===== src/rtl/slt_pkg.sv =====
// Shared helpers for the speculative load tracking table.
// Assumes size codes 0..3 stand for 1, 2, 4 and 8 bytes.
package slt_pkg;

    typedef enum logic [1:0] {
        SZ_BYTE1 = 2'd0,
        SZ_BYTE2 = 2'd1,
        SZ_BYTE4 = 2'd2,
        SZ_BYTE8 = 2'd3
    } acc_size_e;

    // Width of the size code carried on every request port.
    localparam int unsigned SIZE_W = 2;

endpackage


===== src/rtl/slt_range_cmp.sv =====
// Byte-range overlap test between two accesses.
// Each access is (address, size code); ends are formed one bit wider than
// the address so that ranges touching the top of the space do not wrap.
module slt_range_cmp #(
    parameter int unsigned ADDR_W = 32
) (
    input  logic [ADDR_W-1:0]         a_addr,
    input  logic [slt_pkg::SIZE_W-1:0] a_size,
    input  logic [ADDR_W-1:0]         b_addr,
    input  logic [slt_pkg::SIZE_W-1:0] b_size,
    output logic                      overlap
);
    localparam int unsigned EXT_W = ADDR_W + 1;

    logic [EXT_W-1:0] a_lo, a_hi, b_lo, b_hi;
    logic [EXT_W-1:0] one_ext;

    // Form half-open byte ranges and compare both ends.
    always_comb begin
        one_ext = {{(EXT_W-1){1'b0}}, 1'b1};
        a_lo    = {1'b0, a_addr};
        b_lo    = {1'b0, b_addr};
        a_hi    = a_lo + (one_ext << a_size);
        b_hi    = b_lo + (one_ext << b_size);
        overlap = (a_lo < b_hi) && (b_lo < a_hi);
    end

endmodule


===== src/rtl/slt_alloc_select.sv =====
// Chooses the entry an allocation writes.
// Priority: live entry with the same register, then the lowest free entry,
// then the round-robin victim. Assumes at most one live entry per register.
module slt_alloc_select #(
    parameter int unsigned NUM_ENTRIES = 8,
    localparam int unsigned PTR_W = (NUM_ENTRIES > 1) ? $clog2(NUM_ENTRIES) : 1
) (
    input  logic [NUM_ENTRIES-1:0] live,
    input  logic [NUM_ENTRIES-1:0] same_reg,
    input  logic [PTR_W-1:0]       rr_ptr,
    output logic [NUM_ENTRIES-1:0] sel,
    output logic                   use_victim
);
    logic found;

    // Walk the three priority levels and produce a one-hot choice.
    always_comb begin
        sel        = '0;
        use_victim = 1'b0;
        found      = 1'b0;
        if (|same_reg) begin
            sel = same_reg;
        end else begin
            for (int i = 0; i < int'(NUM_ENTRIES); i++) begin
                if (!found && !live[i]) begin
                    sel[i] = 1'b1;
                    found  = 1'b1;
                end
            end
            if (!found) begin
                sel[rr_ptr] = 1'b1;
                use_victim  = 1'b1;
            end
        end
    end

endmodule


===== src/rtl/spec_load_table.sv =====
// Speculative load tracking table.
// Records advanced loads by destination register, drops entries hit by
// overlapping stores, answers register-indexed checks one cycle later.
// Update order inside a cycle: flush, then allocation, then store/check
// removal. A check sees the state before the cycle's allocation.
module spec_load_table #(
    parameter int unsigned NUM_ENTRIES = 8,
    parameter int unsigned REG_W       = 7,
    parameter int unsigned ADDR_W      = 32
) (
    input  logic              clk,
    input  logic              rst_n,
    input  logic              alloc_valid,
    input  logic [REG_W-1:0]  alloc_reg,
    input  logic [ADDR_W-1:0] alloc_addr,
    input  logic [1:0]        alloc_size,
    input  logic              snoop_valid,
    input  logic [ADDR_W-1:0] snoop_addr,
    input  logic [1:0]        snoop_size,
    input  logic              chk_valid,
    input  logic [REG_W-1:0]  chk_reg,
    input  logic              chk_clear,
    input  logic              chk_mode,
    input  logic              flush,
    output logic              chk_resp_valid,
    output logic              chk_hit,
    output logic              chk_reload,
    output logic              chk_recover
);
    localparam int unsigned PTR_W = (NUM_ENTRIES > 1) ? $clog2(NUM_ENTRIES) : 1;
    localparam logic [PTR_W-1:0] LAST_IDX = PTR_W'(NUM_ENTRIES - 1);

    logic [NUM_ENTRIES-1:0] entry_valid;
    logic [REG_W-1:0]       entry_reg  [NUM_ENTRIES];
    logic [ADDR_W-1:0]      entry_addr [NUM_ENTRIES];
    logic [1:0]             entry_size [NUM_ENTRIES];

    logic [NUM_ENTRIES-1:0] chk_match, alloc_match, store_kill, alloc_sel;
    logic [PTR_W-1:0]       rr_ptr;
    logic                   use_victim;
    logic                   chk_found;

    // Per-entry tag and range comparison plus entry storage.
    for (genvar g = 0; g < int'(NUM_ENTRIES); g++) begin : g_entry
        logic overlap;

        slt_range_cmp #(.ADDR_W(ADDR_W)) u_cmp (
            .a_addr (entry_addr[g]),
            .a_size (entry_size[g]),
            .b_addr (snoop_addr),
            .b_size (snoop_size),
            .overlap(overlap)
        );

        // Tag matches against check and allocation registers, store kill.
        always_comb begin
            chk_match[g]   = entry_valid[g] && (entry_reg[g] == chk_reg);
            alloc_match[g] = entry_valid[g] && (entry_reg[g] == alloc_reg);
            store_kill[g]  = snoop_valid && entry_valid[g] && overlap;
        end

        // Entry update in priority order: flush, allocate, remove.
        always_ff @(posedge clk) begin
            if (!rst_n) begin
                entry_valid[g] <= 1'b0;
                entry_reg[g]   <= '0;
                entry_addr[g]  <= '0;
                entry_size[g]  <= '0;
            end else if (flush) begin
                entry_valid[g] <= 1'b0;
            end else if (alloc_valid && alloc_sel[g]) begin
                entry_valid[g] <= 1'b1;
                entry_reg[g]   <= alloc_reg;
                entry_addr[g]  <= alloc_addr;
                entry_size[g]  <= alloc_size;
            end else if (store_kill[g] || (chk_valid && chk_clear && chk_match[g])) begin
                entry_valid[g] <= 1'b0;
            end
        end
    end

    slt_alloc_select #(.NUM_ENTRIES(NUM_ENTRIES)) u_sel (
        .live      (entry_valid),
        .same_reg  (alloc_match),
        .rr_ptr    (rr_ptr),
        .sel       (alloc_sel),
        .use_victim(use_victim)
    );

    // Round-robin victim pointer, advanced only when a victim is taken.
    always_ff @(posedge clk) begin
        if (!rst_n) begin
            rr_ptr <= '0;
        end else if (alloc_valid && !flush && use_victim) begin
            rr_ptr <= (rr_ptr == LAST_IDX) ? '0 : rr_ptr + 1'b1;
        end
    end

    // A check succeeds only on an entry not killed by a store or flush.
    always_comb begin
        chk_found = chk_valid && !flush && |(chk_match & ~store_kill);
    end

    // Registered check result.
    always_ff @(posedge clk) begin
        if (!rst_n) begin
            chk_resp_valid <= 1'b0;
            chk_hit        <= 1'b0;
            chk_reload     <= 1'b0;
            chk_recover    <= 1'b0;
        end else begin
            chk_resp_valid <= chk_valid;
            chk_hit        <= chk_found;
            chk_reload     <= chk_valid && !chk_found && !chk_mode;
            chk_recover    <= chk_valid && !chk_found && chk_mode;
        end
    end

endmodule


===== config.mk =====
export PLATFORM = sky130hd
export DESIGN_NAME = spec_load_table
export DESIGN_NICKNAME = d
export VERILOG_FILES = /design/src/rtl/slt_pkg.sv /design/src/rtl/slt_range_cmp.sv /design/src/rtl/slt_alloc_select.sv /design/src/rtl/spec_load_table.sv
export SDC_FILE = /design/constraint.sdc
export NUM_CORES = 1
export LEC_CHECK = 0
export ABC_CLOCK_PERIOD_IN_PS = 5500
export BUFFER_PORTS_ARGS = -buffer_cell sky130_fd_sc_hd__buf_4
export CAP_MARGIN = 20
export CORE_MARGIN = 2
export CORE_UTILIZATION = 65
export DETAILED_ROUTE_END_ITERATION = 8
export PLACE_DENSITY = 0.94
export SYNTH_ARGS = -nofsm -noshare
export SYNTH_HDL_FRONTEND = slang
export SYNTH_SLANG_ARGS = --single-unit

===== constraint.sdc =====
create_clock -name clk -period 5.5 [get_ports clk]
set_input_delay 0.55 -clock clk [delete_from_list [all_inputs] [get_ports clk]]
set_output_delay 0.55 -clock clk [all_outputs]
set_load 0.01 [all_outputs]

==> results.sh <==
export IMPL_outcome="finished clean"
export IMPL_netlist_instances=3156
export IMPL_layout_drive_gt1_share_pct=7.29
export IMPL_cts_num_sinks=343
export IMPL_clk_pin_slew_worst_paths_ns=0.06
export IMPL_layout_common_cells="ha_1 (534), edfxtp_1 (328), nand2_1 (239), and3_1 (208), a21oi_1 (206)"
export IMPL_setup_slack_ns=0.260
export IMPL_hold_viol=0
export IMPL_ys_types=74
export IMPL_grtUsageTotal_pct=37.1
export IMPL_fillers=3113
export IMPL_drc_errors=0
export IMPL_cts_root_buf="clkbuf_16"
export IMPL_core_area_um2=46800
export IMPL_n_antenna_cell=0
export IMPL_vias=26700
export IMPL_path_class="reg -> reg"
export IMPL_crit_arrival_ns=5.77
export IMPL_place_ws_ns=-0.0107
export IMPL_p_total_uw=7170
export IMPL_avgSynthCellArea_um2=9.80
export IMPL_ys_seq_area_share_pct=32.8
export IMPL_crit_fanout=5
export IMPL_final_area_um2=33800
export IMPL_synth_edf_count=328
export IMPL_wl_um=92600
export IMPL_num_rows=79
export IMPL_first_iter_violations=2781
export IMPL_synthArstFlopShare_pct=0
export IMPL_antenna_found_initial=1
export IMPL_final_max_slew_violation_count=0
export IMPL_synth_flop_cell="edfxtp_1"
export IMPL_p_leak_uw=0.0143
export IMPL_rsz0062_at_grt="false"
export IMPL_drv_cap=0
export IMPL_overflow=0
export IMPL_grt_pass1_vias=26500
export IMPL_cts_made_buffers=39
export IMPL_cts_setup_buffers=0
export IMPL_dr_pass1_iters=6
export IMPL_finalCritPeriodShare_pct=95.3
export IMPL_slew_headroom_pct=23.7
export IMPL_die_y_um=222
export IMPL_grt_max_degree=96
export IMPL_synth_top_family_by_area="adder cells"
export IMPL_synth_adder_area_share_pct=22.2
export IMPL_skew_ns=0.0308
export IMPL_synth_area_um2=30900
export IMPL_start_kind="register"
export IMPL_power_density_nw_per_um2=212
export IMPL_setup_violations_final=0
export IMPL_fp_dieW_um=222
export IMPL_final_nets=3897
export IMPL_irDropWorstVdd_uv=298
export IMPL_final_common_cell="ha_1"
export IMPL_synth_seq_cells=343
export IMPL_synthMuxAreaShare_pct=0.0324
export IMPL_synthToLayoutAreaGrowth_pct=9.36
export IMPL_wl_per_cell_um=23.7
export IMPL_synth_simple_area_share_pct=21.9
export IMPL_initial_core_util_pct=66.2
export IMPL_htreeDepth=2
export IMPL_required_ns=6.03
export IMPL_clk_latency_ns=0.59
export IMPL_hold_class="in -> reg"
export IMPL_cts_tree="yes"
export IMPL_largest_reg_flops=256
export IMPL_cp_end_kind="register"
export IMPL_finalCriticalPeriod_ns=5.24
export IMPL_antenna_left=0
export IMPL_syn_nets=3789
export IMPL_gp_congestion=1.01
export IMPL_synthXorXnorAreaFrac_pct=10.8
export IMPL_fmax_mhz=191
export IMPL_grt_pass1_wl_um=143000
export IMPL_tightestPinTransition_ns=1.14
export IMPL_via_per_inst=6.86
export IMPL_io_pins=94
export IMPL_synth_compound_area_share_pct=10.6
export IMPL_ys_warn_count=0
export IMPL_dp_hpwl_um=69600
export IMPL_hold_buffers=0
export IMPL_dpl_instance_area_um2=32500
export IMPL_io_buffers=93
export IMPL_clockBufferDepth=3
export IMPL_die_area_um2=49300
final timing paths:
kind                                    to        startpoint  depth (start not counted)  slack (ns)
worst max-delay path               chk_hit  entry_size[0][4]                         21        0.26
worst min-delay path            chk_reload          chk_mode                          2        0.14
worst max register to register     chk_hit  entry_size[0][4]                         21        0.26
worst min register to register   rr_ptr[0]         rr_ptr[0]                          2        0.58
per-stage QoR:
stage | hold slack (ns) | std cells | TNS [ns] | util (%)
2_1_floorplan | 0.502 | 3156 | 0 | -
3_3_place_gp | 0.545 | 3828 | -0.00217 | 69.5
3_5_place_dp | 0.547 | 3828 | -0.0107 | 69.5
4_1_cts | 0.129 | 3897 | 0 | 72.2
5_1_grt | 0.137 | 3899 | 0 | 72.3
6_report | 0.139 | 3899 | 0 | 72.3
area by class of cell:
class	count	area [um^2]	share of cell area, %
inverters	36	135	0.400
repair buffers	154	1180	3.49
clock inverters	19	234	0.692
multi-input cells	2690	20300	60.1
well taps	607	759	2.25
flip-flops and latches	343	10100	30.0
clock buffers	50	1050	3.10
synth_stat cells (16+ instances only):
cell | number | area [um^2]
nor2_1 | 149 | 559
nand2_1 | 243 | 912
xor2_1 | 196 | 1720
nor2b_1 | 38 | 238
ha_1 | 534 | 6680
and3_1 | 208 | 1300
nor3_1 | 33 | 165
a21oi_1 | 207 | 1040
xnor2_1 | 186 | 1630
and4_1 | 41 | 359
nand2b_1 | 17 | 106
inv_1 | 36 | 135
nand4_1 | 142 | 888
and2_1 | 195 | 1220
nor4_1 | 16 | 100
o211ai_1 | 17 | 128
a21o_1 | 64 | 480
o21ai_0 | 104 | 521
clkbuf_1 | 69 | 259
a211oi_1 | 29 | 218
nand3_1 | 121 | 606
edfxtp_1 | 328 | 9850
report_power, final:
part	total (uW)	internal, uW	leakage (uW)	switching, uW
combinational	1390	539	0.0102	849
sequential	3090	2960	0.00353	127
clock	2690	1580	0.000620	1110
total	7170	5080	0.0143	2080
worst max-delay path: stages, from the launching register on:
cell and delay [ns]:
edfxtp_1 0.41, nor2b_1 0.19, ha_1 0.30, a21o_1 0.14, a21o_1 0.16, a21oi_1 0.12, nor2_1 0.28, inv_1 0.12
nor3_2 0.31, and2_1 0.31, nand2_1 0.10, xor2_1 0.15, ha_1 0.30, nand4_1 0.18, nor4_1 0.46, nand2_1 0.10
o21ai_1 0.35, a211oi_1 0.13, o21ai_0 0.31, a22oi_1 0.20, a41oi_2 0.38, and2_1 0.17
logic make-up after synthesis:
kind of cell	after synthesis
compound gates	526
fa+ha+maj	543
xor+xnor	382
flops	343
simple gates	1238
buf+inv	123
mux	1
what timing repair did:
action	4_1_cts	5_1_grt
endpoints found under the hold margin	0	0
endpoints found under the setup margin	0	3
gates resized for setup	0	2
per-layer routing:
layer	share of wire [%]	vias to the layer above	GRT usage (%)	wire, um
met2	45	1597	59.9	41400
li1	-	12100	-	-
met5	0.043	-	0	40
met4	6.5	2	22.3	6030
met3	12	397	6.56	10900
met1	37	12700	46.7	34200
Note: power is estimated with default switching activity, not from simulation.
